[src/rtl/regacc_pkg.sv]
package regacc_pkg;

  localparam int PTR_W = 16;

  typedef enum logic [1:0] {
    K_NONE  = 2'b00,
    K_DATA  = 2'b01,
    K_MACRO = 2'b10,
    K_LOCAL = 2'b11
  } kind_e;

  typedef enum logic [2:0] {
    ST_HDR, ST_ALO, ST_AHI, ST_XFER, ST_LWR, ST_LRD
  } pstate_e;

  typedef struct packed {
    kind_e      kind;
    logic       wr;
    logic       inc;
    logic       addr;
    logic [3:0] nbytes;
  } hdr_t;

  // local command codes
  localparam logic [7:0] OP_STATUS_RD  = 8'hC1;
  localparam logic [7:0] OP_PTRLO_RD   = 8'hD8;
  localparam logic [7:0] OP_PTRHI_RD   = 8'hD9;
  localparam logic [7:0] OP_COOKIE_RD  = 8'hDF;
  localparam logic [7:0] OP_STATUS_WR  = 8'hE1;
  localparam logic [7:0] OP_PTRLO_WR   = 8'hF8;
  localparam logic [7:0] OP_PTRHI_WR   = 8'hF9;
  localparam logic [7:0] OP_PTRADD_WR  = 8'hFA;
  localparam logic [7:0] OP_PARSER_RST = 8'hFF;

  // status bit positions
  localparam int SB_CRC  = 0;
  localparam int SB_WDOG = 3;
  localparam int SB_OVF  = 4;
  localparam int SB_PROT = 5;
  localparam int SB_TMO  = 6;

  function automatic logic [3:0] size_of(input logic [1:0] code);
    return 4'd1 << code;
  endfunction

  function automatic logic [PTR_W-1:0] ptr_plus(input logic [PTR_W-1:0] p,
                                                input logic [7:0] d);
    return p + {{(PTR_W-8){1'b0}}, d};
  endfunction

  function automatic logic in_window(input logic [PTR_W-1:0] a,
                                     input logic [PTR_W-1:0] lo,
                                     input logic [PTR_W-1:0] hi);
    return (a >= lo) && (a <= hi);
  endfunction

endpackage

[src/rtl/regacc_hdr_dec.sv]
module regacc_hdr_dec
  import regacc_pkg::*;
(
  input  logic [7:0] hb_i,
  output hdr_t       hdr_o,
  output logic       lcl_wr_o,
  output logic       lcl_nodata_o
);

  always_comb begin
    hdr_o.kind   = kind_e'(hb_i[7:6]);
    hdr_o.wr     = hb_i[5];
    hdr_o.inc    = hb_i[3];
    hdr_o.addr   = hb_i[2];
    hdr_o.nbytes = size_of(hb_i[1:0]);
  end

  // local codes with bit 5 set carry one data byte, except the parser reset
  assign lcl_wr_o     = hb_i[5];
  assign lcl_nodata_o = (hb_i == OP_PARSER_RST);

endmodule

[src/rtl/regacc_ptr.sv]
module regacc_ptr
  import regacc_pkg::*;
(
  input  logic             clk,
  input  logic             rst_n,
  input  logic             ld_en,
  input  logic [PTR_W-1:0] ld_val,
  input  logic             lo_en,
  input  logic             hi_en,
  input  logic             add_en,
  input  logic             adv_en,
  input  logic [7:0]       byte_i,
  input  logic [3:0]       adv_i,
  output logic [PTR_W-1:0] ptr_o
);

  always_ff @(posedge clk) begin
    if (!rst_n)       ptr_o <= '0;
    else if (ld_en)   ptr_o <= ld_val;
    else if (lo_en)   ptr_o[7:0] <= byte_i;
    else if (hi_en)   ptr_o[PTR_W-1:8] <= byte_i;
    else if (add_en)  ptr_o <= ptr_plus(ptr_o, byte_i);
    else if (adv_en)  ptr_o <= ptr_o + {{(PTR_W-4){1'b0}}, adv_i};
  end

endmodule

[src/rtl/regacc_status.sv]
module regacc_status
  import regacc_pkg::*;
(
  input  logic       clk,
  input  logic       rst_n,
  input  logic [3:0] evt_i,
  input  logic       prot_i,
  input  logic       clr_i,
  output logic [7:0] stat_o
);

  logic [7:0] set_v;

  always_comb begin
    set_v          = '0;
    set_v[SB_CRC]  = evt_i[0];
    set_v[SB_WDOG] = evt_i[1];
    set_v[SB_OVF]  = evt_i[2];
    set_v[SB_TMO]  = evt_i[3];
    set_v[SB_PROT] = prot_i;
  end

  // new events win over a clear in the same cycle
  always_ff @(posedge clk) begin
    if (!rst_n) stat_o <= '0;
    else        stat_o <= (clr_i ? 8'h00 : stat_o) | set_v;
  end

endmodule

[src/rtl/regacc_parser.sv]
module regacc_parser
  import regacc_pkg::*;
#(
  parameter logic [15:0] PROT_LO = 16'h0000,
  parameter logic [15:0] PROT_HI = 16'h003F,
  parameter logic [7:0]  COOKIE  = 8'h5A
) (
  input  logic             clk,
  input  logic             rst_n,
  input  logic             pkt_start,
  input  logic             in_valid,
  input  logic [7:0]       in_data,
  output logic             in_ready,
  output logic             out_valid,
  input  logic             out_ready,
  output logic [7:0]       out_data,
  output logic             mem_we,
  output logic             mem_re,
  output logic [PTR_W-1:0] mem_addr,
  output logic [7:0]       mem_wdata,
  input  logic [7:0]       mem_rdata,
  input  logic [3:0]       err_evt,
  output logic             macro_go,
  output logic [5:0]       macro_num
);

  pstate_e          st_q, st_d;
  hdr_t             hdr_in;
  logic             lcl_wr, lcl_nodata;
  logic             wr_q, inc_q;
  logic [3:0]       nb_q, idx_q;
  logic [7:0]       lo_q, lop_q, lrd_q;
  logic [PTR_W-1:0] ptr, xfer_addr;
  logic [7:0]       status;

  // named internal events
  logic in_fire, out_fire, hdr_acc, rd_phase, wr_phase, beat, last_beat;
  logic prot_hit, prot_err, lwr_fire, stat_clr;
  logic ptr_ld, ptr_lo, ptr_hi, ptr_add, ptr_adv;

  function automatic logic [7:0] lrd_value(input logic [7:0] op,
                                           input logic [PTR_W-1:0] p,
                                           input logic [7:0] st);
    case (op)
      OP_COOKIE_RD: return COOKIE;
      OP_PTRLO_RD:  return p[7:0];
      OP_PTRHI_RD:  return p[15:8];
      OP_STATUS_RD: return st;
      default:      return 8'h00;
    endcase
  endfunction

  regacc_hdr_dec u_dec (
    .hb_i(in_data), .hdr_o(hdr_in),
    .lcl_wr_o(lcl_wr), .lcl_nodata_o(lcl_nodata)
  );

  assign rd_phase  = (st_q == ST_XFER) && !wr_q;
  assign wr_phase  = (st_q == ST_XFER) && wr_q;
  assign out_valid = !pkt_start && (rd_phase || st_q == ST_LRD);
  assign in_ready  = !pkt_start && !(rd_phase || st_q == ST_LRD);
  assign in_fire   = in_valid && in_ready;
  assign out_fire  = out_valid && out_ready;
  assign hdr_acc   = (st_q == ST_HDR) && in_fire;
  assign lwr_fire  = (st_q == ST_LWR) && in_fire;

  assign xfer_addr = ptr + {{(PTR_W-4){1'b0}}, idx_q};
  assign last_beat = (idx_q == nb_q - 4'd1);
  assign beat      = wr_phase ? in_fire : (rd_phase && out_fire);
  assign prot_hit  = in_window(xfer_addr, PROT_LO, PROT_HI);

  assign mem_we    = wr_phase && in_fire && !prot_hit;
  assign prot_err  = wr_phase && in_fire && prot_hit;
  assign mem_re    = rd_phase && !pkt_start;
  assign mem_addr  = xfer_addr;
  assign mem_wdata = in_data;
  assign out_data  = (st_q == ST_LRD) ? lrd_q : mem_rdata;

  assign macro_go  = hdr_acc && (hdr_in.kind == K_MACRO);
  assign macro_num = in_data[5:0];

  assign stat_clr  = lwr_fire && (lop_q == OP_STATUS_WR) && (in_data == 8'h00);
  assign ptr_ld    = (st_q == ST_AHI) && in_fire;
  assign ptr_lo    = lwr_fire && (lop_q == OP_PTRLO_WR);
  assign ptr_hi    = lwr_fire && (lop_q == OP_PTRHI_WR);
  assign ptr_add   = lwr_fire && (lop_q == OP_PTRADD_WR);
  assign ptr_adv   = beat && last_beat && inc_q;

  regacc_ptr u_ptr (
    .clk(clk), .rst_n(rst_n),
    .ld_en(ptr_ld), .ld_val({in_data, lo_q}),
    .lo_en(ptr_lo), .hi_en(ptr_hi), .add_en(ptr_add), .adv_en(ptr_adv),
    .byte_i(in_data), .adv_i(nb_q), .ptr_o(ptr)
  );

  regacc_status u_stat (
    .clk(clk), .rst_n(rst_n), .evt_i(err_evt),
    .prot_i(prot_err), .clr_i(stat_clr), .stat_o(status)
  );

  always_comb begin
    st_d = st_q;
    if (pkt_start) st_d = ST_HDR;
    else begin
      case (st_q)
        ST_HDR: if (in_fire) begin
          case (hdr_in.kind)
            K_DATA:  st_d = hdr_in.addr ? ST_ALO : ST_XFER;
            K_LOCAL: if (!lcl_nodata) st_d = lcl_wr ? ST_LWR : ST_LRD;
            default: st_d = ST_HDR;
          endcase
        end
        ST_ALO:  if (in_fire) st_d = ST_AHI;
        ST_AHI:  if (in_fire) st_d = ST_XFER;
        ST_XFER: if (beat && last_beat) st_d = ST_HDR;
        ST_LWR:  if (in_fire) st_d = ST_HDR;
        ST_LRD:  if (out_fire) st_d = ST_HDR;
        default: st_d = ST_HDR;
      endcase
    end
  end

  always_ff @(posedge clk) begin
    if (!rst_n) begin
      st_q  <= ST_HDR;
      wr_q  <= 1'b0;
      inc_q <= 1'b0;
      nb_q  <= 4'd1;
      idx_q <= '0;
      lo_q  <= '0;
      lop_q <= '0;
      lrd_q <= '0;
    end else begin
      st_q <= st_d;
      if (hdr_acc) begin
        wr_q  <= hdr_in.wr;
        inc_q <= hdr_in.inc;
        nb_q  <= hdr_in.nbytes;
        lop_q <= in_data;
        lrd_q <= lrd_value(in_data, ptr, status);
      end
      if (pkt_start || hdr_acc)   idx_q <= '0;
      else if (beat && !last_beat) idx_q <= idx_q + 4'd1;
      if ((st_q == ST_ALO) && in_fire) lo_q <= in_data;
    end
  end

endmodule

[config.mk]
export PLATFORM = sky130hd
export DESIGN_NAME = regacc_parser
export DESIGN_NICKNAME = d
export VERILOG_FILES = /design/src/rtl/regacc_pkg.sv /design/src/rtl/regacc_hdr_dec.sv /design/src/rtl/regacc_ptr.sv /design/src/rtl/regacc_status.sv /design/src/rtl/regacc_parser.sv
export SDC_FILE = /design/constraint.sdc
export NUM_CORES = 1
export LEC_CHECK = 0
export BUFFER_PORTS_ARGS = -buffer_cell sky130_fd_sc_hd__buf_2
export CAP_MARGIN = 20
export CORE_UTILIZATION = 30
export CTS_CLUSTER_SIZE = 20
export DETAILED_ROUTE_END_ITERATION = 6
export PLACE_DENSITY_LB_ADDON = 0.25
export REMOVE_ABC_BUFFERS = 1
export SLEW_MARGIN = 40
export SYNTH_ARGS = -nofsm -noshare
export SYNTH_HDL_FRONTEND = slang
export SYNTH_HIERARCHICAL = 1
export SYNTH_SLANG_ARGS = --single-unit
[constraint.sdc]
create_clock -name clk -period 4.6 [get_ports clk]
set_input_delay 0.46 -clock clk [delete_from_list [all_inputs] [get_ports clk]]
set_output_delay 0.46 -clock clk [all_outputs]
set_load 0.005 [all_outputs]
# == Word-level counts from Yosys, hierarchy flattened ==
# Index checks and enable logic that the tools add are counted.
# op_classes
addsub,5
bitwise_logic,2
eq_ne,27
reduce_logical,41
order_cmp,2
n_mux,22
n_shift,1
# ops
operator,count
equality test 8 bit (second input constant),9
two-way mux 16 bit,3
two-way mux 8 bit,6
adder 16 x 4 -> 16 bit,2
case mux 8 bit (4 select lines),1
logical AND 1 bit,25
two-way mux 3 bit,7
case mux 3 bit (6 select lines),1
adder 16 x 8 -> 16 bit,1
>= comparator 16 x 1 -> 1 bit (second input constant),1
less-or-equal comparator 16 x 6 -> 1 bit (second input constant),1
!= test 2 bit (second input constant),6
logical NOT 8 bit,1
bitwise OR 8 x 7 -> 8 bit,1
nonzero test 4 bit,2
AND reduction 7 bit,1
equality test 3 x 2 -> 1 bit (second input constant),2
equality test 3 bit (second input constant),2
!= test 3 bit (second input constant),2
case mux 3 bit (2 select lines),1
logical NOT 1 bit,5
adder 4 x 1 -> 4 bit (second input constant),1
equality test 2 bit (second input constant),2
equality test 4 bit,1
12 further kinds,16
# word_totals
elab_cells,111
regBits,61
output_inout_bits,43
in_bits,25

# == Longest topological paths before layout ==
# Gate-level depths: netlist of the first run.
# logic_depth
ltp_word,14
mapped_depth,14
mapped_depth_nobuf,12

# == Hierarchy ==
# The synthesis of the first run kept the hierarchy.
# by_module_without_submodules
module,instances,cells_per_inst,area_each_um2,seq_area_each_um2
regacc_parser,1,325,2707.6,740.7
regacc_ptr,1,222,1641.6,320.3
regacc_status,1,19,195.2,100.1
regacc_hdr_dec,1,13,87.6,0.0

# == Worst setup path before layout of the first run ==
# Ideal clock, no wire load.
# synth_timing
path_type,input -> register
from,input port pkt_start
to,register u_ptr.ptr_o[12]
path_buffers,2
setup_slack_ns,1.181
required_time_ns,4.521
stages,14
arrival_ns,3.340
path_cell_list,clkbuf_1 -> nor3b_1 -> nand3_1 -> nor4_1 -> buf_2 -> mux2_2 -> ha_1 -> inv_1 -> fa_1 -> and2b_1 -> o2111ai_2 -> and3_4 -> or4_1 -> o211ai_1
# synth_via
elab_chain_cells,9
elab_cells_between_ends,21
# synth_rtl
item,line,source
"start, declared",regacc_parser.sv:10,"input logic pkt_start,"
logical NOT 1 bit (*),regacc_parser.sv:61,assign in_ready = !pkt_start && !(rd_phase || st_q == ST_LRD);
logical AND 1 bit (*),regacc_parser.sv:61,
logical AND 1 bit (*),regacc_parser.sv:62,assign in_fire = in_valid && in_ready;
logical AND 1 bit (*),regacc_parser.sv:65,assign lwr_fire = (st_q == ST_LWR) && in_fire;
logical AND 1 bit (*),regacc_parser.sv:86,assign ptr_add = lwr_fire && (lop_q == OP_PTRADD_WR);
via ptr_add,regacc_parser.sv:39,"logic ptr_ld, ptr_lo, ptr_hi, ptr_add, ptr_adv;"
two-way mux 16 bit,regacc_ptr.sv:22,"else if (add_en) ptr_o <= ptr_plus(ptr_o, byte_i);"
two-way mux 8 bit,regacc_ptr.sv:21,else if (hi_en) ptr_o[PTR_W-1:8] <= byte_i;
two-way mux 8 bit,regacc_ptr.sv:20,else if (lo_en) ptr_o[7:0] <= byte_i;
two-way mux 16 bit,regacc_ptr.sv:19,else if (ld_en) ptr_o <= ld_val;
"end signal, assigned",regacc_ptr.sv:19,
"end signal, assigned by index",regacc_ptr.sv:21,
"end signal, assigned",regacc_ptr.sv:22,
"end, declared",regacc_ptr.sv:14,output logic [PTR_W-1:0] ptr_o
# Mark *: on every way through the listed nets, which the timed path passes. The rest lies on a longest branch. The select of a mux whose other input is x is not followed.
# A chain may end at the register's enable or synchronous reset.

# == Worst setup path after layout of the first run ==
# layout_timing
from,register st_q[0]
to,register u_ptr.ptr_o[6]
# layout_via
elab_chain_cells,12
elab_cells_between_ends,28
# layout_rtl
item,line,source
"start, declared",regacc_parser.sv:27,"pstate_e st_q, st_d;"
"start signal, assigned",regacc_parser.sv:134,st_q <= st_d;
equality test 3 x 2 -> 1 bit,regacc_parser.sv:58,assign rd_phase = (st_q == ST_XFER) && !wr_q;
logical AND 1 bit,regacc_parser.sv:58,
logical OR 1 bit,regacc_parser.sv:61,
logical NOT 1 bit,regacc_parser.sv:61,
logical AND 1 bit,regacc_parser.sv:61,
logical AND 1 bit,regacc_parser.sv:62,
logical AND 1 bit (*),regacc_parser.sv:65,
logical AND 1 bit (*),regacc_parser.sv:86,
via ptr_add,regacc_parser.sv:39,
two-way mux 16 bit,regacc_ptr.sv:22,
two-way mux 8 bit,regacc_ptr.sv:21,
two-way mux 8 bit,regacc_ptr.sv:20,
two-way mux 16 bit,regacc_ptr.sv:19,
"end signal, assigned",regacc_ptr.sv:19,
"end signal, assigned",regacc_ptr.sv:20,
"end signal, assigned by index",regacc_ptr.sv:21,
# Marks and branches as above.

==> reports/results.tsv, run 1 <==
stage	metric	value	unit
status	status	completed	
routing	vias	4503	
clocking	numCtsBuffers	9	
die	chipHeight	126	um
timing	finalCritPeriodShare	78.0	%
routing	dr.pass1.iters	5	
setup_path	critPathKind	reg -> reg	
timing	worstMarginPinSlew	0.728	ns
pwr	p_switching	361	uW
setup_path	crit_chain	nor3b_1 -> nand3_1 -> nor4_1 -> buf_4 -> mux2_2 -> ha_1 -> inv_1 -> fa_1 -> and2b_1 -> o2111ai_2 -> a2111oi_0 -> a41oi_1 -> a41o_1	
yosys	syn-cell-area	0.00463	mm2
placement	port_buffers	67	
hold_path	hold_path_class	in -> reg	
timing	fmax	0.279	GHz
layout	layout-drive-gt1-share	20.5	%
routing	drt_iter0_drc	247	
pwr	swShare	24.6	%
pwr	p_leak	2.21	nW
die	fp.dieW	126	um
die	die_area	0.0159	mm2
clocking	post_cts_buffers	0	
pwr	p_int	1.11	mW
die	initial_core_util	30.6	%
die	core_area	0.0151	mm2
clocking	clock_latency	0.33	ns
die	rows	45	
layout	area_growth	15.5	%
clocking	clock_path_buffers	2	
yosys	yosys-top-cells-area	dfxtp_1 25%, nand2_1 5.8%, ha_1 3.8%	
placement	gp_congestion	0.874	
timing	skew	0.00872	ns
setup_path	critPathSlowestCell	a2111oi_0	
timing	period_needed	3.59	ns
global_route	grt.total_usage	18.2	%
setup_path	rr_worst_depth	13	
setup_path	ff2ff_setup_slack	1.01	ns
timing	whs	0.341	ns
routing	wire_per_inst	17.3	um
clocking	ctsHoldBuffers	0	
clocking	cts_resized	0	
routing	ant_nets	0	
placement	placed_cell_area	0.00500	mm2
routing	drt-total-wl	14100	um
global_route	grt_max_degree	41	
pwr	p_seq_share	37.5	%
layout	final_area	0.00535	mm2
yosys	synth_area_per_cell	8.00	um2
pwr	p_clk_share	51.8	%
pwr	ir_drop	0.178	mV
yosys	yosys_most_used_dff	dfxtp_1	
setup_path	critPathBufInv	2	
global_route	antenna_found_initial	0	
layout	fillers	1591	
setup_path	timing.rr.start	st_q[0]	
placement	dp_hpwl	10100	um
setup_path	r2r-end	u_ptr/ptr_o[6]	
yosys	synthCells	579	
clocking	cts_root_buf	clkbuf_16	
yosys	ys_ff_latch	58	
timing	tns	0	ns
setup_path	crit_arrival	3.81	ns
global_route	grt_pass1_wl	22800	um
setup_path	cp_top_family	simple AND/OR/NAND/NOR gates	
pwr	power_per_cell_area	275	mW/mm2
setup_path	endpoint_kind	flop	
timing	maxSlewHeadroom	51.0	%
yosys	ys_seq_area_share	25.1	%
global_route	grt_pass1_vias	4355	
timing	rsz0062_at_grt	no	
layout	final_cell_mix	71 x nand2_1, 67 x buf_2, 58 x dfxtp_1, 28 x nor2_1	
yosys	yosysWarnings	6	
pwr	power	1.47	mW
hold_path	whs_path_depth	2	
clocking	path_clk_slew	0.05	ns
hold_path	hold_start	err_evt[2]	
die	boundaryPins	68	
layout	multiInputGateArea	0.00313	mm2
pwr	combPwrFrac	10.7	%
timing	finalHoldViolCount	0	
hold_path	hold-path-endpoint	u_stat/stat_o[4]	
setup_path	cp.required	4.82	ns
clocking	cts_sinks	58	
setup_path	cpPeakStageDelay	0.48	ns
yosys	yosysTopAreaCell	dfxtp_1	
yosys	synth-edff-count	0	
setup_path	critPathMaxFanout	13	
routing	routed_via_density	5.55	
setup_path	start_kind	flop	
yosys	ys_async_sr_fraction	0	%
timing	slew_viol_final	0	
clocking	ctsHtreeMaxLevel	3	
layout	nets	660	
flow_run	drv_cap	0	
layout	layout_commonest_cell	nand2_1	
yosys	synthDistinctLibCells	90	
layout	fin_util	35.3	%
timing	finalSetupViolCount	0	
layout	seq_area	0.00116	mm2
routing	drc	0	
layout	n_antenna_cell	0	
global_route	overflow	0	
yosys	synthDominantCellAreaShare	25.1	%
clocking	cts_tree	yes	
how the worst max path moves through the flow:
stage / startpoint / end / slack, ns / depth (start not counted)
after global routing: st_q[0] / u_ptr/ptr_o[6] / 0.60 / 13
after detailed placement: pkt_start / u_ptr/ptr_o[6] / 0.97 / 14
after global placement: pkt_start / u_ptr/ptr_o[12] / 1.02 / 14
final: st_q[0] / u_ptr/ptr_o[6] / 1.01 / 13
after CTS: st_q[0] / u_ptr/ptr_o[6] / 1.08 / 13
after floorplan: pkt_start / u_ptr/ptr_o[12] / 0.79 / 12
power by group through the flow:
stage	sequential (mW)	clock [mW]	combinational [mW]
after floorplan	0.550	0	0.0891
after global placement	0.561	0	0.154
after detailed placement	0.561	0	0.157
after CTS	0.550	0.777	0.158
after global routing	0.555	0.805	0.175
final	0.552	0.761	0.157
worst reg2reg max path: stages, from the launching register on:
cell       delay, ns
dfxtp_1         0.43
nor3b_1         0.32
nand3_1         0.21
nor4_1          0.28
buf_4           0.24
mux2_2          0.17
ha_1            0.15
inv_1           0.06
fa_1            0.37
and2b_1         0.26
o2111ai_2       0.19
a2111oi_0       0.48
a41oi_1         0.09
a41o_1          0.24
synthesized netlist by cell type, types with 4 or more instances:
cell,count
a211oi_1,4
a21boi_0,14
a21o_1,8
a21oi_1,20
a221oi_1,5
a222oi_1,5
a31oi_1,4
and2_1,6
and3_1,9
and4_1,5
buf_2,7
buf_4,23
clkbuf_1,16
dfxtp_1,58
ha_1,14
inv_1,25
mux2_2,13
mux2i_1,15
nand2_1,71
nand2b_1,4
nand3_1,20
nand4_1,12
nor2_1,28
nor2b_1,23
nor3_1,9
nor3b_1,5
nor4_1,5
o211a_1,6
o211ai_1,10
o21a_1,11
o21ai_0,25
xnor2_1,12
xor2_1,9
per-layer routing:
layer	global-route usage, %	vias up	part of all wire (%)
li1	-	2179	-
met1	24.5	2130	47
met2	28.2	166	45
met3	3.06	28	5.3
met4	8.72	0	2.7
met5	0	-	0
layout make-up:
| class | count | area share, % |
|---|---|---|
| clock inverter | 4 | 1.36 |
| timing repair buffer | 74 | 7.25 |
| sequential | 58 | 21.7 |
| clock buffer | 12 | 4.98 |
| multi-input combinational | 450 | 58.5 |
| tap | 188 | 4.40 |
| inverter | 26 | 1.82 |
through the flow:
| stage | instances | setup WS, ns |
|---|---|---|
| final | 812 | 1.01 |
| after global routing | 812 | 0.601 |
| after CTS | 812 | 1.08 |
| after detailed placement | 796 | 0.966 |
| after global placement | 796 | 1.02 |
| after floorplan | 534 | 0.788 |
state kept, by name (all words and copies together), names as in the netlist:
| name | cells |
|---|---|
| u_ptr/ptr_o | 16 |
| lo_q | 8 |
| lop_q | 8 |
| lrd_q | 8 |
| u_stat/stat_o | 5 |
| idx_q | 4 |
| nb_q | 4 |
| st_q | 3 |
| inc_q | 1 |
| wr_q | 1 |
kinds of logic after synthesis:
family	share of synthesized area [%]
DFF	25.1
adders and majority gates	4.65
buffers and inverters	7.97
other	0.0810
muxes	6.40
and+or+nand+nor	27.3
xor gates and xnor gates	4.46
AOI/OAI and AO/OA	24.1
No activity file was read; power rests on OpenSTA's default activity.
==> inputs of run 2 (changes only) <==
clock period = 3.69 ns   (was 4.6 ns; I/O delays follow)
==> reports/results.tsv, run 2 (synthesized netlist as in run 1, its figures left out) <==
stage	metric	value	unit
layout	layout-drive-gt1-share	21.6	%
layout	final_cell_mix	71 x nand2_1, 67 x buf_2, 58 x dfxtp_1, 28 x nor2_1	
setup_path	ff2ff_setup_slack	0.33	ns
setup_path	endpoint_kind	output port	
global_route	overflow	0	
layout	area_growth	15.9	%
setup_path	critPathMaxFanout	7	
timing	rsz0062_at_grt	no	
routing	vias	4556	
clocking	numCtsBuffers	9	
pwr	p_leak	2.24	nW
global_route	grt_pass1_vias	4303	
routing	drt_iter0_drc	279	
layout	regMostFlops	u_ptr/ptr_o	
setup_path	crit_arrival	3.02	ns
global_route	grt.total_usage	19.2	%
timing	slew_viol_final	0	
routing	routed_via_density	5.54	
clocking	clock_path_buffers	2	
clocking	ctsHtreeMaxLevel	3	
global_route	grt_pass1_wl	23700	um
hold_path	whs_path_depth	2	
die	initial_core_util	30.6	%
setup_path	start_kind	flop	
placement	placed_cell_area	0.00508	mm2
global_route	grt_max_degree	30	
clocking	cts_root_buf	clkbuf_16	
setup_path	cp.required	3.32	ns
layout	n_antenna_cell	0	
hold_path	hold_path_class	in -> reg	
die	die_area	0.0159	mm2
timing	finalHoldViolCount	0	
placement	dp_hpwl	11000	um
pwr	power_per_cell_area	316	mW/mm2
timing	period_needed	3.39	ns
layout	nets	671	
clocking	clock_latency	0.34	ns
timing	fmax	0.295	GHz
timing	whs	0.242	ns
clocking	cts_sinks	58	
die	rows	45	
timing	finalCritPeriodShare	91.8	%
die	chipHeight	126	um
die	core_area	0.0151	mm2
layout	final_area	0.00537	mm2
placement	gp_congestion	0.888	
timing	worstMarginPinSlew	0.817	ns
routing	wire_per_inst	18.1	um
routing	drc	0	
clocking	path_clk_slew	0.05	ns
status	status	completed	
setup_path	critPathKind	reg -> out	
die	boundaryPins	68	
routing	drt-total-wl	14900	um
routing	dr.pass1.iters	5	
timing	tns	0	ns
placement	port_buffers	67	
layout	layout_commonest_cell	nand2_1	
setup_path	rr_worst_depth	11	
layout	largest_register_ffs	16	
clocking	ctsHoldBuffers	0	
timing	finalSetupViolCount	0	
routing	ant_nets	0	
timing	maxSlewHeadroom	45.1	%
pwr	ir_drop	0.154	mV
timing	skew	0.00432	ns
flow_run	drv_cap	0	
global_route	antenna_found_initial	0	
die	fp.dieW	126	um
clocking	cts_tree	yes	
[run 2: cell count changes in the layout (fill, tap and decap cells not counted), sizes merged]
cell | before | now
bufinv | 2 | 0
clkinvlp | 1 | 0
clkinv | 1 | 2
clkbuf | 12 | 14
buf | 74 | 85
[run 2: critical path, stage by stage (launching register included)]
cell,delay (ns)
dfxtp_1,0.44
ha_1,0.32
inv_1,0.08
fa_1,0.40
and2b_1,0.23
o22ai_1,0.21
o31a_1,0.38
a2111oi_4,0.35
a31oi_1,0.13
buf_2,0.14
[run 2: final cells by class]
type | count | area, um2
Sequential cell | 58 | 1160
Timing Repair Buffer | 85 | 470
Tap cell | 188 | 235
Fill cell | 1594 | 9780
Multi-Input combinational cell | 450 | 3120
Clock inverter | 2 | 10.0
Inverter | 26 | 97.6
Clock buffer | 14 | 274
[run 2: worst paths after layout]
kind	from	end
worst max-delay path	idx_q[0]	mem_we
worst min-delay path	err_evt[2]	u_stat/stat_o[4]
worst max register to register	st_q[0]	u_ptr/ptr_o[12]
worst min register to register	lop_q[5]	lop_q[5]
[run 2: power by group]
part	switching [mW]	internal, mW
Sequential	0.0377	0.651
Clock	0.296	0.507
Combinational	0.111	0.0928
Total	0.445	1.25
[run 2: layer usage]
| layer | vias to the layer above | GRT usage (%) | routed length [um] |
|---|---|---|---|
| li1 | 2214 | - | - |
| met1 | 2171 | 26.0 | 6950 |
| met2 | 137 | 29.7 | 6620 |
| met3 | 34 | 3.23 | 792 |
| met4 | 0 | 8.93 | 508 |
| met5 | - | 0 | 0 |
[run 2: metrics by stage]
| stage | util (%) | power, mW | instances | setup WS, ns |
|---|---|---|---|---|
| 6_report | 35.5 | 1.70 | 823 | 0.301 |
| 5_1_grt | 35.5 | 1.76 | 823 | 0.102 |
| 4_1_cts | 35.4 | 1.71 | 823 | 0.233 |
| 3_5_place_dp | 33.5 | 0.904 | 807 | 0.0864 |
| 3_3_place_gp | 33.5 | 0.900 | 807 | 0.132 |
| 2_1_floorplan | - | 0.797 | 534 | -0.0825 |
[run 2: timing repair]
action	in CTS	in global routing
resized for setup	0	1
endpoints found under the hold margin	0	0
setup endpoints to repair	0	6
buffers inserted	0	0
